==> src/rtl/pw_mon_pkg.sv <==
package pw_mon_pkg;

  // Strobes from the control to the datapath, valid for the current edge
  typedef struct packed {
    logic cntClr;    // the run has ended or never started
    logic cntInc;    // extend the run
    logic capture;   // latch the finished run length
    logic shortHit;  // the finished run was below the lower bound
    logic longHit;   // the run has just crossed the upper bound
  } pwStrobe_t;

  // Comparisons on the live counter, reported back to the control
  typedef struct packed {
    logic active;     // counter non-zero
    logic belowMin;   // counter below the lower bound
    logic atMax;      // counter equals the upper bound
    logic saturated;  // counter equals the upper bound plus one
  } pwStatus_t;

endpackage

==> src/rtl/pw_ctrl.sv <==
module pw_ctrl
  import pw_mon_pkg::*;
(
  input  logic      pulseIn,
  input  pwStatus_t status,
  output pwStrobe_t strobe
);

  always_comb begin
    strobe          = '0;
    strobe.cntClr   = !pulseIn;
    strobe.cntInc   = pulseIn && !status.saturated;
    strobe.capture  = !pulseIn && status.active;
    strobe.shortHit = !pulseIn && status.active && status.belowMin;
    strobe.longHit  = pulseIn && status.atMax;
  end

endmodule

==> src/rtl/pw_datapath.sv <==
module pw_datapath
  import pw_mon_pkg::*;
#(
  parameter int MIN_W = 4,
  parameter int MAX_W = 10,
  localparam int CNT_W = $clog2(MAX_W + 2)
) (
  input  logic             clk,
  input  logic             rstN,
  input  pwStrobe_t        strobe,
  output pwStatus_t        status,
  output logic             shortErr,
  output logic             longErr,
  output logic             stickyErr,
  output logic [CNT_W-1:0] lastWidth
);

  localparam logic [CNT_W-1:0] MaxVal = CNT_W'(MAX_W);
  localparam logic [CNT_W-1:0] SatVal = CNT_W'(MAX_W + 1);

  logic [CNT_W-1:0] widthCnt;

  always_ff @(posedge clk or negedge rstN) begin
    if (!rstN) begin
      widthCnt <= '0;
    end else if (strobe.cntClr) begin
      widthCnt <= '0;
    end else if (strobe.cntInc) begin
      widthCnt <= widthCnt + 1'b1;
    end
  end

  always_ff @(posedge clk or negedge rstN) begin
    if (!rstN) begin
      lastWidth <= '0;
      shortErr  <= 1'b0;
      longErr   <= 1'b0;
      stickyErr <= 1'b0;
    end else begin
      if (strobe.capture) lastWidth <= widthCnt;
      shortErr  <= strobe.shortHit;
      longErr   <= strobe.longHit;
      stickyErr <= stickyErr | strobe.shortHit | strobe.longHit;
    end
  end

  assign status.active    = (widthCnt != '0);
  assign status.atMax     = (widthCnt == MaxVal);
  assign status.saturated = (widthCnt == SatVal);

  // A lower bound of one cannot be violated by a run that exists
  generate
    if (MIN_W <= 1) begin : gNoMin
      assign status.belowMin = 1'b0;
    end else begin : gMin
      localparam logic [CNT_W-1:0] MinVal = CNT_W'(MIN_W);
      assign status.belowMin = (widthCnt < MinVal);
    end
  endgenerate

endmodule

==> src/rtl/pw_width_mon.sv <==
module pw_width_mon
  import pw_mon_pkg::*;
#(
  parameter int MIN_W = 4,
  parameter int MAX_W = 10
) (
  input  logic                         clk,
  input  logic                         rstN,
  input  logic                         pulseIn,
  output logic                         shortErr,
  output logic                         longErr,
  output logic                         stickyErr,
  output logic [$clog2(MAX_W+2)-1:0]   lastWidth
);

  pwStrobe_t strobe;
  pwStatus_t status;

  pw_ctrl uCtrl (
    .pulseIn (pulseIn),
    .status  (status),
    .strobe  (strobe)
  );

  pw_datapath #(.MIN_W(MIN_W), .MAX_W(MAX_W)) uDp (
    .clk       (clk),
    .rstN      (rstN),
    .strobe    (strobe),
    .status    (status),
    .shortErr  (shortErr),
    .longErr   (longErr),
    .stickyErr (stickyErr),
    .lastWidth (lastWidth)
  );

endmodule

==> config.mk <==
export PLATFORM = sky130hd
export DESIGN_NAME = pw_width_mon
export DESIGN_NICKNAME = d
export VERILOG_FILES = /design/src/rtl/pw_mon_pkg.sv /design/src/rtl/pw_ctrl.sv /design/src/rtl/pw_datapath.sv /design/src/rtl/pw_width_mon.sv
export SDC_FILE = /design/constraint.sdc
export NUM_CORES = 1
export LEC_CHECK = 0
export BUFFER_PORTS_ARGS = -buffer_cell sky130_fd_sc_hd__buf_2
export CORE_AREA = 2 2 39 41
export CTS_CLUSTER_DIAMETER = 30
export DETAILED_ROUTE_END_ITERATION = 12
export DIE_AREA = 0 0 41 43
export PLACE_DENSITY = 0.57
export REMOVE_ABC_BUFFERS = 1
export SYNTH_ARGS = -nofsm -noshare
export SYNTH_HDL_FRONTEND = slang
export SYNTH_SLANG_ARGS = --single-unit
==> constraint.sdc <==
create_clock -name clk -period 1.16 [get_ports clk]
set_input_delay 0.174 -clock clk [delete_from_list [all_inputs] [get_ports clk]]
set_output_delay 0.174 -clock clk [all_outputs]
set_load 0.01 [all_outputs]
* Yosys cells after proc, flatten, opt, wreduce, memory -nomap -nowiden
Cells that the tools add are included.
** Word-level totals
- Flip-flop bits (word level) :: 11
- Bits of input ports :: 3
- Output and inout port bits :: 7
- Word-level logic and storage cells :: 21
** Cells by class
- Add/subtract/negate cells :: 1
- Order comparisons :: 1
- Equality and inequality tests :: 3
- Mux-type cells :: 2
- Bitwise gates (word level) :: 2
- Reduce and logical (&&, ||, !) cells :: 7
** Operators by type and width (count)
- $eq 4x4->1 const B :: 2
- $mux 4 :: 2
- $add 4x1->4 const B :: 1
- $logic_and 1x1->1 :: 4
- $lt 4x3->1 const B :: 1
- $reduce_bool 4->1 :: 1
- $logic_not 1->1 :: 2
- $ne 2x1->1 const B :: 1
- $or 1x1->1 :: 2

* Longest topological paths before layout
- Depth in word-level cells :: 5
- Depth in mapped cells :: 5
- Depth with buffers taken out :: 5

* Cells and area by module
A second synthesis with hierarchy kept.
** Second synthesis, totals
- Cell total of the unflattened synthesis :: 41
- Area, all modules :: 510.5 µm²
** Modules (own cells, without submodules)
- pw_datapath :: instances 1, cells an instance 36, area each 479.2 µm², sequential area each 275.3 µm²
- pw_ctrl :: instances 1, cells an instance 5, area each 31.3 µm², sequential area each 0.0 µm²

* Worst setup path after synthesis
OpenSTA, ideal clock, no wires.
- Path type :: register to register
- Start :: reg uDp.widthCnt[0]
- End :: reg uDp.lastWidth[0]
- Library setup time :: 125 ps
- Arrival time :: 1153 ps
- Data required time :: 1035 ps
- Slack :: -118 ps
- Cell stages (with the launch flop) :: 5
- Path buffers :: 0
- Period minus slack after synthesis :: 1278 ps
- Path through :: dfrtp_1 > inv_1 > ha_1 > a21oi_2 > mux2_2
** Between the ends
- Longest elaborated chain between the ends :: 2
** RTL lines
- start, declared :: line pw_datapath.sv:21 : logic [CNT_W-1:0] widthCnt;
- start signal, assigned :: line pw_datapath.sv:29 : widthCnt <= widthCnt + 1'b1;
- $reduce_bool 4->1 :: line pw_datapath.sv:47 : assign status.active = (widthCnt != '0);
- $logic_and 1x1->1 :: line pw_ctrl.sv:13 : strobe.capture = !pulseIn && status.active;
- end signal, assigned :: line pw_datapath.sv:40 : if (strobe.capture) lastWidth <= widthCnt;
- end, declared :: line pw_datapath.sv:15 : output logic [CNT_W-1:0] lastWidth
Several ways; a longest one is shown, not always the timed one.
A chain may end at the register's enable or synchronous reset.

* Final worst setup path
- Start :: reg uDp.widthCnt[0]
- End :: reg uDp.lastWidth[1]
** Between the ends
- Longest elaborated chain between the ends :: 2
** RTL lines (line)
- $reduce_bool 4->1 :: pw_datapath.sv:47
- $logic_and 1x1->1 :: pw_ctrl.sv:13
No other way between the ends.

==> impl_metrics.csv <==
group,metric,value,unit
run_status,status,"finished, violations left",
run_status,violations,"negative setup slack",
drt,routed-via-count,374,
sta,slew_headroom,0.764,
placement,io_buffer_count,9,
worst_setup_path,cp_max_fo,3,
grt,grt_pass1_wl,1410,um
grt,grtUsageTotal,0.129,
worst_setup_path,cp-end-kind,"flop",
power,p_int,0.000647,W
sta,timing.final.crit_period,1.22,ns
logic_synthesis,synth_most_common_cell,"dfrtp_1",
power,p_switching,0.000223,W
sta,post-route-period-util,1.05,
drt,wl,870,um
logic_synthesis,yosysSeqAreaShare,0.557,
worst_setup_path,cp_slowest_cell,"dfrtp_1",
logic_synthesis,syn_area,494,um^2
finish,fin_nets,72,
worst_setup_path,crit_chain,"inv_1 > ha_4 > a21oi_4 > mux2_2",
sta,max_freq,819,MHz
clocking,cts.sinks,11,
power,power_density,1280,nW/um^2
logic_synthesis,synth_commonest_cells,"dfrtp_1, inv_1, ha_1, nand3_1",
drt,wl_per_cell,10.7,um
logic_synthesis,synth_edf_count,0,
finish,drive_gt1_frac,0.431,
finish,multi_input_area,221,um^2
clocking,cts_tree,"yes",
sta,setup_viol_count_final,4,
sta,tightest_slew,0.350,ns
floorplanning,fp.dieH,43,um
floorplanning,start_util,0.357,
drt,antenna_left,0,
sta,clock_skew,0.00187,ns
grt,grt_max_degree,13,
placement,place_ws,-0.118,ns
floorplanning,die_w,41,um
finish,fill_cells,129,
worst_setup_path,path_delay_family,"flip-flops",
drt,viasPerCell,4.62,
floorplanning,io_pins,10,
grt,grt_overflow,0,
power,clkPwrFrac,0.291,
worst_setup_path,critPathKind,"flop to flop",
drt,drt_iter0_drc,0,
logic_synthesis,ys_ff_latch,11,
power,netSwitchingFraction,0.257,
finish,insertedDiodeCount,0,
clocking,clockRootBuffer,"clkbuf_4",
grt,antenna_found_initial,0,
logic_synthesis,synth.avg_cell_area,11.2,um^2
flow_run,max-cap-violations,0,
floorplanning,die_area,1760,um^2
drt,drtPass1Iterations,1,
logic_synthesis,syn_inst,44,
grt,grt_pass1_vias,337,
worst_setup_path,slowest_delay,0.34,ns
floorplanning,core,1380,um^2
power,pwr-share-seq,0.501,
finish,utilization,0.492,
clocking,clock_latency,0.26,ns
clocking,htree_levels,1,
placement,place.detailed.hpwl,621,um
logic_synthesis,yosysTopAreaCell,"dfrtp_1",
logic_synthesis,synth.top_cell.area_share,0.557,
drt,drc_errors,0,
clocking,path_clk_slew,0.07,ns
logic_synthesis,synthFlopType,"dfrtp_1",
placement,place.gp.congestion,0.657,
clocking,numCtsBuffers,3,
sta,rsz0062_at_grt,"yes",
power,power_frac_comb,0.208,
logic_synthesis,yosys_warnings,0,
hold_path,hold_path_class,"input pin to flop",
worst_setup_path,worstPathArrival,1.37,ns
sta,hold_viol,0,
finish,register_area,275,um^2
sta,drv_slew,0,
worst_setup_path,worstPathRequired,1.31,ns
logic_synthesis,synth_cell_type_count,20,
finish,syn2layout_area_growth,37.7,%
worst_setup_path,crit_buf_inv,1,
logic_synthesis,synth_area_leaders,"dfrtp_1, ha_1, inv_1",
logic_synthesis,synthArstFlopShare,1.00,
worst_setup_path,start_kind,"flop",
power,power.leakage,0.319,nW
power,ir_drop,0.683,mV
clocking,clk_path_buf_depth,2,
floorplanning,core.rowCount,14,
sta,setup_ws,-0.0614,ns
## sequential cells by signal (all words and copies together) (netlist names)
name and cells:
uDp.lastWidth 4, uDp.longErr 1, uDp.shortErr 1, uDp.stickyErr 1, uDp.widthCnt 4
## final cells by class
type / instances / area share
well taps: 16 / 0.0294
clock buffers: 4 / 0.0386
flip-flops and latches: 11 / 0.404
repair buffers: 18 / 0.169
inverters: 6 / 0.0331
multi-input cells: 26 / 0.325
## kinds of logic after synthesis
| logic type | synth area share |
|---|---|
| buf+inv | 0.0557 |
| fa+ha+maj | 0.0760 |
| simple gates | 0.137 |
| xor+xnor | 0.0354 |
| compound gates | 0.0734 |
| mux | 0.0658 |
| flops | 0.557 |
## repair_timing
item | 4_1_cts | 5_1_grt
gates resized for setup | 3 | 3
endpoints found under the hold margin | 11 | 0
setup endpoints to repair | 5 | 6
pin swaps | 2 | 0
buffers inserted | 1 | 0
cloned | 0 | 0
hold buffers | 1 | 0
## through the flow
stage	area (um^2)	instances	power, W	setup TNS, ns	hold slack (ns)
floorplan	489	43	0.000520	-0.298	-0.122
global placement	607	75	0.000598	-0.268	0.0544
detailed placement	607	75	0.000599	-0.357	0.0586
CTS	671	81	0.000882	-0.242	0.249
global route	681	81	0.000936	-0.588	0.256
finish	681	81	0.000870	-0.206	0.248
## power by group through the flow
stage,Combinational [W],Clock [W],Sequential (W)
2_1_floorplan,0.0000621,0,0.000458
3_3_place_gp,0.000154,0,0.000444
3_5_place_dp,0.000156,0,0.000443
4_1_cts,0.000180,0.000267,0.000435
5_1_grt,0.000199,0.000294,0.000442
6_report,0.000181,0.000253,0.000436
## layer usage
metal | up-vias | global-route usage | routed length (um)
met4 | 0 | 0.120 | 35
li1 | 188 | - | -
met3 | 4 | 0.0471 | 42
met2 | 10 | 0.169 | 377
met5 | - | 0 | 0
met1 | 172 | 0.155 | 415
## final timing paths
check                           startpoint               end  slack [ns]  depth (start not counted)
min in group asynchronous             rstN     uDp.stickyErr        0.30                          2
max in group asynchronous             rstN       uDp.longErr        0.66                          2
setup reg to reg           uDp.widthCnt[0]  uDp.lastWidth[1]       -0.06                          4
hold reg to reg              uDp.stickyErr     uDp.stickyErr        0.46                          1
hold / removal                     pulseIn       uDp.longErr        0.25                          3
setup / recovery           uDp.widthCnt[0]  uDp.lastWidth[1]       -0.06                          4
## cell usage in the layout (no fill, tap or decap), types with 2 or more instances in the layout
| cell | netlist | final |
|---|---|---|
| a21oi_1 | 2 | 2 |
| and2_1 | 2 | 2 |
| buf_2 | 1 | 9 |
| buf_4 | 0 | 8 |
| clkbuf_4 | 0 | 3 |
| dfrtp_1 | 11 | 11 |
| inv_1 | 6 | 6 |
| mux2_2 | 2 | 2 |
| nand3_1 | 3 | 2 |
| nor2_2 | 1 | 2 |
| o22ai_1 | 2 | 2 |
| xnor2_1 | 2 | 2 |
## worst register-to-register path: cells and delay by family (launching register included)
family                   cells  cell delay [ns]
multiplexers                 1             0.34
flip-flops                   1             0.34
adder cells (fa/ha/maj)      1             0.19
buffers and inverters        1             0.10
AO/OA/AOI/OAI                1             0.15
No activity file was read; power rests on OpenSTA's default activity.
